File: src/rtl/sgdma_pkg.sv
package sgdma_pkg;
  typedef enum logic [3:0] {
    S_IDLE,
    S_FA_REQ,
    S_FA_WAIT,
    S_FL_REQ,
    S_FL_WAIT,
    S_CHECK,
    S_RD_REQ,
    S_RD_WAIT,
    S_TX,
    S_WR
  } eng_state_t;

  localparam int CTL_START = 0;
  localparam int CTL_STOP  = 1;
  localparam int CTL_DIR   = 2;
  localparam int CTL_HOLD  = 7;

  localparam int ST_ACTIVE = 0;
  localparam int ST_NEND   = 1;
  localparam int ST_ERR    = 2;
  localparam int ST_DEVINT = 4;
endpackage

File: src/rtl/sgdma_regs.sv
module sgdma_regs
  import sgdma_pkg::*;
#(
  parameter int AW = 32,
  parameter int CW = 8
) (
  input  logic          clk,
  input  logic          rst_n,
  input  logic          base_wr,
  input  logic [AW-1:0] base_wdata,
  input  logic          ctrl_wr,
  input  logic [CW-1:0] ctrl_wdata,
  input  logic          dev_irq,
  input  logic          eng_active,
  input  logic          eng_done,
  input  logic          eng_err,
  output logic [AW-1:0] base_q,
  output logic          start_o,
  output logic          start_dir_o,
  output logic          kill_o,
  output logic [CW-1:0] status_o
);
  logic hold_q, nend_q, err_q, devint_q, abort_w;

  // a start needs the hold bit clear both before and in the write
  assign start_o = ctrl_wr && ctrl_wdata[CTL_START] && !ctrl_wdata[CTL_STOP]
                   && !ctrl_wdata[CTL_HOLD] && !hold_q && !eng_active;
  assign start_dir_o = ctrl_wdata[CTL_DIR];
  assign abort_w = ctrl_wr && eng_active
                   && (ctrl_wdata[CTL_STOP] || ctrl_wdata[CTL_HOLD]);
  assign kill_o  = abort_w || hold_q;

  always_ff @(posedge clk or negedge rst_n) begin
    if (!rst_n) begin
      base_q   <= '0;
      hold_q   <= 1'b0;
      nend_q   <= 1'b0;
      err_q    <= 1'b0;
      devint_q <= 1'b0;
    end else begin
      if (base_wr && !eng_active) base_q <= base_wdata;
      if (ctrl_wr) hold_q <= ctrl_wdata[CTL_HOLD];
      if (start_o || (ctrl_wr && ctrl_wdata[CTL_HOLD])) begin
        nend_q   <= 1'b0;
        err_q    <= 1'b0;
        devint_q <= 1'b0;
      end
      if (eng_done) nend_q <= 1'b1;
      if (eng_err)  err_q  <= 1'b1;
      if (dev_irq)  devint_q <= 1'b1;
    end
  end

  always_comb begin
    status_o = '0;
    status_o[ST_ACTIVE] = eng_active;
    status_o[ST_NEND]   = nend_q;
    status_o[ST_ERR]    = err_q;
    status_o[ST_DEVINT] = devint_q;
  end


  base_frozen_chk: assert property (@(posedge clk) disable iff (!rst_n)
    eng_active |=> $stable(base_q));

  end_drop_chk: assert property (@(posedge clk) disable iff (!rst_n)
    $rose(nend_q) |-> !eng_active);

  abort_idle_chk: assert property (@(posedge clk) disable iff (!rst_n)
    abort_w |=> !eng_active);
endmodule

File: src/rtl/sgdma_engine.sv
module sgdma_engine
  import sgdma_pkg::*;
#(
  parameter int AW = 32,
  parameter int WW = 32,
  parameter int DW = 16,
  parameter int LW = 29
) (
  input  logic          clk,
  input  logic          rst_n,
  input  logic          start_i,
  input  logic          start_dir_i,
  input  logic          kill_i,
  input  logic [AW-1:0] base_i,
  output logic          mem_req_valid,
  input  logic          mem_req_ready,
  output logic          mem_req_we,
  output logic [AW-1:0] mem_req_addr,
  output logic [DW-1:0] mem_req_wdata,
  input  logic          mem_rsp_valid,
  input  logic [WW-1:0] mem_rsp_data,
  output logic          dev_tx_valid,
  input  logic          dev_tx_ready,
  output logic [DW-1:0] dev_tx_data,
  input  logic          dev_rx_valid,
  output logic          dev_rx_ready,
  input  logic [DW-1:0] dev_rx_data,
  output logic          active_o,
  output logic          done_o,
  output logic          err_o
);
  localparam int STEP = DW / 8;
  localparam int WORD_BYTES = WW / 8;
  localparam logic [LW-1:0] STEP_L  = LW'(STEP);
  localparam logic [LW-1:0] ALIGN_M = LW'(STEP - 1);
  localparam logic [AW-1:0] STEP_A  = AW'(STEP);
  localparam logic [AW-1:0] LEN_OFS = AW'(WORD_BYTES);
  localparam logic [AW-1:0] DESC_SZ = AW'(2 * WORD_BYTES);

  eng_state_t    state;
  logic [AW-1:0] table_ptr, cur_addr;
  logic [LW-1:0] rem;
  logic          last_q, dir_q;
  logic [DW-1:0] hold_data;
  logic          beat_fire, last_beat, odd_len, entry_empty;

  assign beat_fire   = (state == S_TX && dev_tx_ready) ||
                       (state == S_WR && dev_rx_valid && mem_req_ready);
  assign last_beat   = (rem == STEP_L);
  assign odd_len     = (rem & ALIGN_M) != '0;
  assign entry_empty = (rem == '0);
  assign active_o    = (state != S_IDLE);
  assign done_o = !kill_i && last_q &&
                  ((beat_fire && last_beat) ||
                   (state == S_CHECK && !odd_len && entry_empty));
  assign err_o  = !kill_i && state == S_CHECK && odd_len;

  always_comb begin
    mem_req_valid = 1'b0;
    mem_req_we    = 1'b0;
    mem_req_addr  = cur_addr;
    unique case (state)
      S_FA_REQ: begin mem_req_valid = 1'b1; mem_req_addr = table_ptr; end
      S_FL_REQ: begin mem_req_valid = 1'b1; mem_req_addr = table_ptr + LEN_OFS; end
      S_RD_REQ: mem_req_valid = 1'b1;
      S_WR: begin mem_req_valid = dev_rx_valid; mem_req_we = 1'b1; end
      default: ;
    endcase
  end

  assign mem_req_wdata = dev_rx_data;
  assign dev_rx_ready  = (state == S_WR) && mem_req_ready;
  assign dev_tx_valid  = (state == S_TX);
  assign dev_tx_data   = hold_data;

  always_ff @(posedge clk or negedge rst_n) begin
    if (!rst_n) begin
      state     <= S_IDLE;
      table_ptr <= '0;
      cur_addr  <= '0;
      rem       <= '0;
      last_q    <= 1'b0;
      dir_q     <= 1'b0;
      hold_data <= '0;
    end else if (kill_i) begin
      state <= S_IDLE;
    end else begin
      unique case (state)
        S_IDLE: if (start_i) begin
          table_ptr <= base_i;
          dir_q     <= start_dir_i;
          state     <= S_FA_REQ;
        end
        S_FA_REQ: if (mem_req_ready) state <= S_FA_WAIT;
        S_FA_WAIT: if (mem_rsp_valid) begin
          cur_addr <= {mem_rsp_data[AW-1:1], 1'b0};
          last_q   <= mem_rsp_data[0];
          state    <= S_FL_REQ;
        end
        S_FL_REQ: if (mem_req_ready) state <= S_FL_WAIT;
        S_FL_WAIT: if (mem_rsp_valid) begin
          rem       <= mem_rsp_data[LW-1:0];
          table_ptr <= table_ptr + DESC_SZ;
          state     <= S_CHECK;
        end
        S_CHECK: begin
          if (odd_len)          state <= S_IDLE;
          else if (entry_empty) state <= last_q ? S_IDLE : S_FA_REQ;
          else                  state <= dir_q ? S_WR : S_RD_REQ;
        end
        S_RD_REQ: if (mem_req_ready) state <= S_RD_WAIT;
        S_RD_WAIT: if (mem_rsp_valid) begin
          hold_data <= mem_rsp_data[DW-1:0];
          state     <= S_TX;
        end
        S_TX, S_WR: if (beat_fire) begin
          cur_addr <= cur_addr + STEP_A;
          rem      <= rem - STEP_L;
          if (last_beat) state <= last_q ? S_IDLE : S_FA_REQ;
          else           state <= dir_q ? S_WR : S_RD_REQ;
        end
        default: state <= S_IDLE;
      endcase
    end
  end


  odd_len_idle_chk: assert property (@(posedge clk) disable iff (!rst_n)
    (state == S_CHECK && odd_len && !kill_i) |=> (state == S_IDLE));

  req_hold_chk: assert property (@(posedge clk) disable iff (!rst_n)
    (mem_req_valid && !mem_req_ready && !mem_req_we && !kill_i)
      |=> (mem_req_valid && $stable(mem_req_addr)));

  tx_hold_chk: assert property (@(posedge clk) disable iff (!rst_n)
    (dev_tx_valid && !dev_tx_ready && !kill_i)
      |=> (dev_tx_valid && $stable(dev_tx_data)));

  done_idle_chk: assert property (@(posedge clk) disable iff (!rst_n)
    done_o |=> !active_o);
endmodule

File: src/rtl/sgdma_top.sv
module sgdma_top #(
  parameter int AW = 32,
  parameter int WW = 32,
  parameter int DW = 16,
  parameter int LW = 29,
  parameter int CW = 8
) (
  input  logic          clk,
  input  logic          rst_n,
  input  logic          base_wr,
  input  logic [AW-1:0] base_wdata,
  input  logic          ctrl_wr,
  input  logic [CW-1:0] ctrl_wdata,
  output logic [CW-1:0] status,
  input  logic          dev_irq,
  output logic          mem_req_valid,
  input  logic          mem_req_ready,
  output logic          mem_req_we,
  output logic [AW-1:0] mem_req_addr,
  output logic [DW-1:0] mem_req_wdata,
  input  logic          mem_rsp_valid,
  input  logic [WW-1:0] mem_rsp_data,
  output logic          dev_tx_valid,
  input  logic          dev_tx_ready,
  output logic [DW-1:0] dev_tx_data,
  input  logic          dev_rx_valid,
  output logic          dev_rx_ready,
  input  logic [DW-1:0] dev_rx_data
);
  logic [AW-1:0] base_q;
  logic start_w, start_dir_w, kill_w, active_w, done_w, err_w;

  sgdma_regs #(.AW(AW), .CW(CW)) u_regs (
    .clk(clk), .rst_n(rst_n),
    .base_wr(base_wr), .base_wdata(base_wdata),
    .ctrl_wr(ctrl_wr), .ctrl_wdata(ctrl_wdata),
    .dev_irq(dev_irq),
    .eng_active(active_w), .eng_done(done_w), .eng_err(err_w),
    .base_q(base_q), .start_o(start_w), .start_dir_o(start_dir_w),
    .kill_o(kill_w), .status_o(status)
  );

  sgdma_engine #(.AW(AW), .WW(WW), .DW(DW), .LW(LW)) u_engine (
    .clk(clk), .rst_n(rst_n),
    .start_i(start_w), .start_dir_i(start_dir_w), .kill_i(kill_w),
    .base_i(base_q),
    .mem_req_valid(mem_req_valid), .mem_req_ready(mem_req_ready),
    .mem_req_we(mem_req_we), .mem_req_addr(mem_req_addr),
    .mem_req_wdata(mem_req_wdata),
    .mem_rsp_valid(mem_rsp_valid), .mem_rsp_data(mem_rsp_data),
    .dev_tx_valid(dev_tx_valid), .dev_tx_ready(dev_tx_ready),
    .dev_tx_data(dev_tx_data),
    .dev_rx_valid(dev_rx_valid), .dev_rx_ready(dev_rx_ready),
    .dev_rx_data(dev_rx_data),
    .active_o(active_w), .done_o(done_w), .err_o(err_w)
  );
endmodule

File: config.mk
export PLATFORM = sky130hd
export DESIGN_NAME = sgdma_top
export DESIGN_NICKNAME = d
export VERILOG_FILES = /design/src/rtl/sgdma_pkg.sv /design/src/rtl/sgdma_regs.sv /design/src/rtl/sgdma_engine.sv /design/src/rtl/sgdma_top.sv
export SDC_FILE = /design/constraint.sdc
export NUM_CORES = 1
export LEC_CHECK = 0
export ABC_AREA = 1
export BUFFER_PORTS_ARGS = -buffer_cell sky130_fd_sc_hd__buf_4
export CORE_UTILIZATION = 55
export CTS_CLUSTER_SIZE = 28
export DETAILED_ROUTE_END_ITERATION = 10
export GPL_TIMING_DRIVEN = 0
export PLACE_DENSITY = 0.87
export SYNTH_ARGS = -nofsm -noshare
export SYNTH_HDL_FRONTEND = slang
export SYNTH_SLANG_ARGS = --single-unit
File: constraint.sdc
create_clock -name clk -period 4 [get_ports clk]
set_clock_uncertainty 0.1 [all_clocks]
set_input_delay 0.6 -clock clk [delete_from_list [all_inputs] [get_ports clk]]
set_output_delay 0.6 -clock clk [all_outputs]
set_load 0.02 [all_outputs]
# == After elaboration in Yosys (flattened, before gate mapping) ==
# Cells that the tools add are included.
# word_totals
latch_bits,0
out_inout_bits,76
ramBits,0
input_bits,97
rom_bits,0
ff_bits,151
elab_cells,119
memories,0
# op_classes
magnitude_cmp,0
n_mul,0
eq_ne,22
div,0
reduce_logical,49
bitwise,1
n_addsub,4
mux,31
n_shift,0
# op_table
operator,n
one-hot mux 32 bit (2 select lines),3
2-to-1 mux 32 bit,4
2-to-1 mux 29 bit,2
one-hot mux 29 bit (2 select lines),1
2-to-1 mux 4 bit,13
one-hot mux 4 bit (9 select lines),1
"adder 32 x 2 -> 32 bit, second input constant",1
"adder 32 x 3 -> 32 bit, second input constant",1
"adder 32 x 4 -> 32 bit, second input constant",1
"== test 29 x 2 -> 1 bit, second input constant",1
logical NOT 29 bit,1
"subtractor 29 x 2 -> 29 bit, second input constant",1
"inequality test 3 x 2 -> 1 bit, second input constant",7
logical AND 1 bit,20
"== test 4 x 3 -> 1 bit, second input constant",4
AND reduction 4 bit,3
nonzero test 2 bit,6
AND reduction 3 bit,3
"== test 4 x 2 -> 1 bit, second input constant",2
"== test 4 bit, second input constant",2
AND reduction 8 bit,1
logical NOT 1 bit,6
2-to-1 mux 1 bit,6
"inequality test 2 bit, second input constant",3
10 further kinds,14

# == Logic depth before layout (Yosys ltp) ==
# Gate-level depths: netlist of run 1.
# logic_depth
depth_word,8
depth_mapped,14
ltp_nobuf,12

# == By module ==
# Synthesis of run 1 repeated with hierarchy kept, for this count alone.
# hier_totals
hier_cells,1523
area_unflattened_um2,10184.8
# modules_own_cells
mod,cells_per_inst,seq_area_each_um2,area_each_um2,n_inst
sgdma_engine,1349,2852.7,8654.6,1
sgdma_regs,174,900.9,1530.2,1

# == Worst setup path after synthesis of run 1 ==
# No wires, ideal clock.
# synth_timing
kind,reg-to-output
from,register u_engine.table_ptr[4]
to,output mem_req_addr[19]
t_required_ns,3.300
n_path_buf,0
stages_incl_launch_ff,8
arrival_ns,1.792
path_slack_ns,1.508
cell_sequence,dfrtp_1 ha_1 nand3_1 nor2_2 nand2_1 nor2_1 xor2_1 o31ai_1
# synth_between
elab_chain_len,2
# synth_lines
element,line_no,rtl
start: declaration,sgdma_engine.sv:41,"logic [AW-1:0] table_ptr, cur_addr;"
start signal: assignment,sgdma_engine.sv:90,table_ptr <= base_i;
start signal: assignment,sgdma_engine.sv:103,table_ptr <= table_ptr + DESC_SZ;
adder 32 x 3 -> 32 bit,sgdma_engine.sv:64,S_FL_REQ: begin mem_req_valid = 1'b1; mem_req_addr = table_ptr + LEN_OFS; end
one-hot mux 32 bit (2 select lines),sgdma_engine.sv:62,unique case (state)
end: declaration,sgdma_top.sv:19,"output logic [AW-1:0] mem_req_addr,"
# Every way passes these cells.

# == Worst setup path after layout of run 1 ==
# layout_timing
from,register u_engine.state[2]
to,output mem_req_addr[29]
# layout_between
elab_chain_len,2
elab_cells_between_ends,3
cone_classes,2 x eq/ne; 1 x mux
# layout_lines
element,line_no,rtl
start: declaration,sgdma_engine.sv:40,eng_state_t state;
start signal: assignment,sgdma_engine.sv:108,else if (entry_empty) state <= last_q ? S_IDLE : S_FA_REQ;
start signal: assignment,sgdma_engine.sv:109,else state <= dir_q ? S_WR : S_RD_REQ;
start signal: assignment,sgdma_engine.sv:119,if (last_beat) state <= last_q ? S_IDLE : S_FA_REQ;
== test 4 x 2 -> 1 bit / == test 4 x 1 -> 1 bit (equally long branches),sgdma_engine.sv:62,
one-hot mux 32 bit (2 select lines) *,sgdma_engine.sv:62,
# Every way passes the cells marked *; elsewhere a longest branch is shown, timed or not.

==> results of run 1 <==
[cell families (layout without fill, tap and decap cells)]
group / count (synthesis) / in the layout
multiplexers: 30 / 30
AO/OA/AOI/OAI: 235 / 235
buffers and inverters: 244 / 423
adder cells (fa/ha/maj): 4 / 4
other: 1 / 4
AND/OR/NAND/NOR: 844 / 844
flip-flops: 150 / 150
XOR/XNOR: 20 / 20
[final timing paths]
| path | start | to | slack [ns] | cells after the start |
|---|---|---|---|---|
| max in group asynchronous | rst_n | u_engine.cur_addr[17]$_DFFE_PN0P_ | 2.86 | 2 |
| max | u_engine.state[2]$_DFFE_PN0P_ | mem_req_addr[29] | 0.41 | 8 |
| min | rst_n | u_regs.base_q[27]$_DFFE_PN0P_ | 0.07 | 1 |
| min in group clk | dev_irq | u_regs.devint_q$_DFFE_PN0P_ | 0.26 | 2 |
| max reg2reg | u_engine.state[2]$_DFFE_PN0P_ | u_engine.cur_addr[22]$_DFFE_PN0P_ | 1.42 | 8 |
| min reg2reg | u_engine.dev_tx_data[8]$_DFFE_PN0P_ | u_engine.dev_tx_data[8]$_DFFE_PN0P_ | 0.39 | 1 |
[cells in the final DEF, fill, tap and decap left out, types with 18 or more instances in the layout]
| cell | instances |
|---|---|
| a21oi_1 | 65 |
| buf_4 | 175 |
| clkbuf_1 | 22 |
| dfrtp_1 | 150 |
| inv_1 | 161 |
| mux2_2 | 26 |
| nand2_1 | 437 |
| nand3_1 | 121 |
| nor2_1 | 209 |
| nor3_1 | 26 |
| o21ai_0 | 98 |
| o221ai_1 | 18 |
[worst max-delay path: cells and delay by family (launching register included)]
kind	cells	cell delay, ns
DFF	1	0.38
AOI/OAI and AO/OA	1	0.17
and+or+nand+nor	3	0.76
buffers and inverters	4	1.16
[where the power goes]
part / leakage [uW] / switching, uW / internal, uW
clock: 0.000285 / 685 / 1040
sequential: 0.00183 / 594 / 2050
combinational: 0.00401 / 2200 / 1130
[registers in the layout, indices dropped and copies added, names as in the netlist]
signal	flops
u_engine.dir_q	1
u_engine.rem	29
u_engine.table_ptr	32
u_regs.base_q	32
u_regs.hold_q	1
u_engine.cur_addr	31
u_engine.dev_tx_data	16
u_engine.state	4
u_regs.nend_q	1
u_regs.devint_q	1
u_engine.last_q	1
u_regs.err_q	1
[routing by layer]
metal	vias up	GRT usage [%]	share of wire, %
met3	103	12.1	13
met1	5330	51.9	39
li1	5286	-	-
met4	0	20.4	4.8
met5	-	0	0
met2	763	59.1	43
[layout make-up]
| type | count | area, sq um | share of cell area [%] |
|---|---|---|---|
| multi-input combinational | 1137 | 5540 | 44.6 |
| sequential | 150 | 3750 | 30.2 |
| timing repair buffer | 149 | 1140 | 9.20 |
| inverter | 171 | 647 | 5.21 |
| buffer | 73 | 447 | 3.60 |
| clock buffer | 18 | 429 | 3.46 |
| tap | 229 | 287 | 2.31 |
| clock inverter | 12 | 178 | 1.43 |
[per-stage QoR]
| step | setup slack, ns | hold slack, ns | util (%) |
|---|---|---|---|
| after detailed placement | 0.996 | 0.381 | 64.9 |
| after CTS | 0.544 | 0.117 | 68.2 |
| final | 0.405 | 0.0700 | 68.2 |
| after global placement | 0.988 | 0.365 | 64.7 |
| after floorplan | 1.51 | 0.204 | - |
| after global routing | 0.265 | 0.146 | 68.2 |
==> impl_metrics.toml, run 1 <==
[synth]
syn_avg_cell_area_sq_um = 6.79
synth_flop_cell = "dfrtp_1"
ys_ff_latch = 150
yosysMostFrequentCell = "nand2_1"
synth_top_family_by_area = "simple AND/OR/NAND/NOR gates"
synth_cells = 1528
synthMuxAreaShare_pct = 3.26
synth_compound_gate_area_share_pct = 12.9
yosys.cell_types.count = 47
synth_area_leaders = "dfrtp_1, nand2_1, nor2_1, nand3_1, inv_1"
synth-xor-area-share_pct = 1.69
synth_area_sq_mm = 0.0104
netlist_top_cells_count = "nand2_1, nor2_1, inv_1, dfrtp_1, nand3_1"
synthAdderAreaFrac_pct = 0.483
yosysTopAreaCellShare_pct = 36.2
yosys_warnings = 0
synth_seq_area_share_pct = 36.2
yosys.area_share.simple_pct = 34.9
ys_async_sr_fraction_pct = 100
synth_top_area_cell = "dfrtp_1"
synth_edf_count = 0

[floorplan]
die-area_sq_mm = 0.0194
core_area_sq_mm = 0.0182
ios = 173
start_util_pct = 57.0
die_w_um = 139
rows = 49
die_h_um = 139

[critical_path]
crit_slowest_cell = "clkbuf_1"
worstPathRequired_ns = 3.30
crit_arrival_ns = 2.89
cp-end-kind = "output pin"
start_kind = "flop"
cp_cell_sequence = "buf_6 > nor2_1 > nand2_1 > inv_1 > clkbuf_1 > nand3_1 > o221ai_1 > buf_4"
max_stage_delay_ns = 0.60
criticalPathCategory = "reg -> out"
cp_max_fo = 10

[clock_network]
cts_hold_buf = 0
cts-root-buf = "clkbuf_16"
cts_setup_buffers = 0
clock_latency_ns = 0.44
clkTransAtPathRegs_ns = 0.06
htreeDepth = 4
tritoncts = "built"
cts_buffer_depth = 2
cts.sinks = 150
cts_made_buffers = 17
cts_resized = 0

[place]
place_area_sq_mm = 0.0118
numPlacedInstances = 1909
place.gp.congestion = 1.03
dp_hpwl_um = 29000
io_buffer_count = 148

[final_layout]
drive_gt1_share_pct = 17.5
fin_cells = 1939
fillCellCount = 1551
nets = 1800
area_delta_synth_final_pct = 19.7
n_antenna_cell = 0
final_cell_area_sq_mm = 0.0124

[grt]
antenna_found_initial = 0
grt_max_degree = 80
grt-ovfl-total = 0
grtUsageTotal_pct = 39.6
grt_pass1_vias = 10720
grt_pass1_wl_um = 58100

[power]
finalPower_uw = 7690
worst_ir_drop_vdd_v = 0.000445
leakage_uw = 0.00613
powerDensity_mw_per_mm2 = 619

[sta]
setup_viol = 0
rsz0062_at_grt = "false"
min_period_ns = 3.59
hold_viol = 0
fmax_ghz = 0.278
slew-limit-headroom_pct = 44.4
period_share_pct = 89.9
tightest_slew_ns = 0.834
drv_slew = 0
fin_setup_tns_ns = 0

[worst_hold_path]
hold_path.class = "in -> async"

[routing]
routed_via_density = 5.92
drt-pass1-iter-count = 6
wirelength_um = 38000
drtIter0Drc = 1409
vias = 11482
detail-route-antenna-nets = 0
wire_per_inst_um = 19.6
drc_errors = 0

[status]
status = "completed"

[job]
max_cap_viol_count = 0
Power figures use the tool's default switching activity.
==> run 2: changes to the inputs <==
--- a/config.mk
+++ b/config.mk
@@ -5,13 +5,13 @@
 export SDC_FILE = /design/constraint.sdc
 export NUM_CORES = 1
 export LEC_CHECK = 0
-export ABC_AREA = 1
 export BUFFER_PORTS_ARGS = -buffer_cell sky130_fd_sc_hd__buf_4
+export CORE_MARGIN = 5
 export CORE_UTILIZATION = 55
 export CTS_CLUSTER_SIZE = 28
 export DETAILED_ROUTE_END_ITERATION = 10
 export GPL_TIMING_DRIVEN = 0
-export PLACE_DENSITY = 0.87
+export PLACE_DENSITY = 0.88
 export SYNTH_ARGS = -nofsm -noshare
 export SYNTH_HDL_FRONTEND = slang
 export SYNTH_SLANG_ARGS = --single-unit
==> run 2 against run 1 <==
Against the previous run:
- synthesized area shrank 9.6%
- first-iteration DRC count shrank 5.7%
- via count decreased by 14%
==> impl_metrics.toml, run 2 <==
[status]
status = "completed"

[floorplan]
core_area_sq_mm = 0.0166
die_w_um = 141
rows = 47
start_util_pct = 56.3
ios = 173
die-area_sq_mm = 0.0198
die_h_um = 141

[power]
leakage_uw = 0.00478
p_comb_share_pct = 34.7
seq_power_share_pct = 39.6
p_sw_share_pct = 38.5
worst_ir_drop_vdd_v = 0.000376
power.switching_uw = 2410
powerDensity_mw_per_mm2 = 548
p_int_uw = 3850
pwr-share-clk_pct = 25.8

[place]
dp_hpwl_um = 24000
place.gp.congestion = 1.03
numPlacedInstances = 1451
dp_slack_ns = 0.360
io_buffer_count = 148

[grt]
grt_pass1_vias = 9525
grt_util_met3_pct = 8.32
grt-ovfl-total = 0
grtUsageMet2_pct = 49.2
busiest_layer = "met2"
grt_pass1_wl_um = 51800
grt_use_met1_pct = 46.7
grtUsageTotal_pct = 32.9
grt_max_degree = 99
antenna_found_initial = 0

[critical_path]
start_kind = "flop"
path_delay_family = "simple AND/OR/NAND/NOR gates"
worstPathRequired_ns = 3.30
cp-end-kind = "output pin"
max_stage_delay_ns = 0.68
criticalPathCategory = "reg -> out"
critical_path_buf_inv_count = 2
crit_arrival_ns = 3.09
crit_slowest_cell = "nor3_1"
cp_max_fo = 10
cp_cell_sequence = "clkbuf_1 > nand4_1 > nor3_1 > nand2_1 > xor2_1 > a21oi_1 > buf_4"

[final_layout]
seq_area_sq_mm = 0.00375
mostFrequentLayoutCell = "buf_4"
top_regs = "u_engine.table_ptr x32, u_regs.base_q x32, u_engine.cur_addr x31"
area_delta_synth_final_pct = 21.8
fin_cells = 1482
nets = 1351
fillCellCount = 1386
multiInputGateArea_sq_mm = 0.00508
n_antenna_cell = 0
mostFrequentLayoutCells = "buf_4, dfrtp_1, a21oi_1"
drive_gt1_share_pct = 22.1

[synth]
yosys.area_share.simple_pct = 21.0
netlist_top_cells_count = "dfrtp_1, a21oi_1, nand2_1, nor2_1, clkbuf_1"
synthMuxAreaShare_pct = 7.18
synth_compound_gate_area_share_pct = 22.5
synth_flop_cell = "dfrtp_1"
yosys_warnings = 0
synthAdderAreaFrac_pct = 0.534
synth_edf_count = 0
synth_cells = 1079
synth_top_area_cell = "dfrtp_1"
synth_top_family_by_area = "compound AO/OA/AOI/OAI gates"
synth_area_sq_mm = 0.00937
ys_ff_latch = 150
synth_area_leaders = "dfrtp_1, a21oi_1, mux2_2, nand2_1, nor2_1"
ys_async_sr_fraction_pct = 100
synth_seq_area_share_pct = 40.0
yosysTopAreaCellShare_pct = 40.0
syn_avg_cell_area_sq_um = 8.69
synth-xor-area-share_pct = 2.62
yosys.cell_types.count = 74
yosysMostFrequentCell = "dfrtp_1"

[clock_network]
cts_buffer_depth = 2
cts_resized = 1
clock_latency_ns = 0.43
htreeDepth = 4
cts_hold_buf = 0
cts-root-buf = "clkbuf_16"
tritoncts = "built"
cts.sinks = 150
cts_setup_buffers = 0
clkTransAtPathRegs_ns = 0.06
cts_made_buffers = 17

[sta]
fin_setup_tns_ns = 0
period_share_pct = 94.7
rsz0062_at_grt = "false"
slew-limit-headroom_pct = 7.02
fmax_ghz = 0.264
hold_viol = 0
setup_viol = 0
tightest_slew_ns = 1.38
finalWorstSetupSlack_ns = 0.211
min_period_ns = 3.79
drv_slew = 0

[routing]
routed_via_density = 6.63
detail-route-antenna-nets = 0
wire_per_inst_um = 22.0
drc_errors = 0
drt-pass1-iter-count = 6
wirelength_um = 32600
vias = 9823
drtIter0Drc = 1328

[worst_hold_path]
hold_path.class = "in -> async"

[job]
max_cap_viol_count = 0
run 2: cell types whose count changed in the layout (fill, tap and decap cells not counted), sizes merged, moves of 23 or more:
cell | before | now
nand2 | 447 | 92
clkbuf | 40 | 86
nand3 | 127 | 57
o22ai | 3 | 26
a21oi | 65 | 123
nor2 | 222 | 88
mux2 | 30 | 58
o21ai | 107 | 45
inv | 171 | 18
run 2: power groups by stage:
stage          clock, uW  combinational [uW]  sequential [uW]
2_1_floorplan          0                1450             2310
3_3_place_gp           0                2080             2450
3_5_place_dp           0                2120             2470
4_1_cts             1620                2130             2450
5_1_grt             1690                2370             2530
6_report            1610                2170             2470
run 2: final timing paths:
check | startpoint | slack (ns) | to | cells past startpoint
min in group clk | dev_irq | 0.25 | u_regs.devint_q$_DFFE_PN0P_ | 2
max reg2reg | u_engine.table_ptr[8]$_DFFE_PN0P_ | 0.95 | u_engine.table_ptr[26]$_DFFE_PN0P_ | 6
max | u_engine.state[1]$_DFFE_PN0P_ | 0.21 | mem_req_addr[20] | 7
max in group asynchronous | rst_n | 2.91 | u_engine.table_ptr[12]$_DFFE_PN0P_ | 2
min reg2reg | u_regs.devint_q$_DFFE_PN0P_ | 0.38 | u_regs.devint_q$_DFFE_PN0P_ | 1
min | rst_n | 0.005 | u_engine.dev_tx_data[7]$_DFFE_PN0P_ | 1
run 2: area by class of cell:
cell class,count,share of cell area [%]
plain buffers,105,4.51
well taps,220,2.41
clock buffers,20,4.00
clock inverters,11,1.11
flip-flops and latches,150,32.9
inverters,17,0.559
multi-input cells,810,44.5
repair buffers,149,10.0
run 2: layer usage:
metal / wire length (um) / vias to the layer above
met5: 0 / -
met4: 968 / 0
met3: 4090 / 99
met2: 14500 / 734
met1: 13100 / 4646
li1: - / 4344
run 2: kinds of logic after synthesis:
logic type	after synthesis
adders and majority gates	4
muxes	60
AOI/OAI and AO/OA	327
other	1
and+or+nand+nor	387
buffers and inverters	122
DFF	150
xor gates and xnor gates	28
run 2: stage by stage:
step	hold slack (ns)	cell area [sq um]	power (uW)	util (%)
after floorplan	0.204	9380	3760	-
after global placement	0.361	10800	4530	64.7
after detailed placement	0.375	10800	4590	64.9
after CTS	0.0307	11400	6200	68.4
after global routing	0.0697	11400	6580	68.6
final	0.00505	11400	6260	68.6
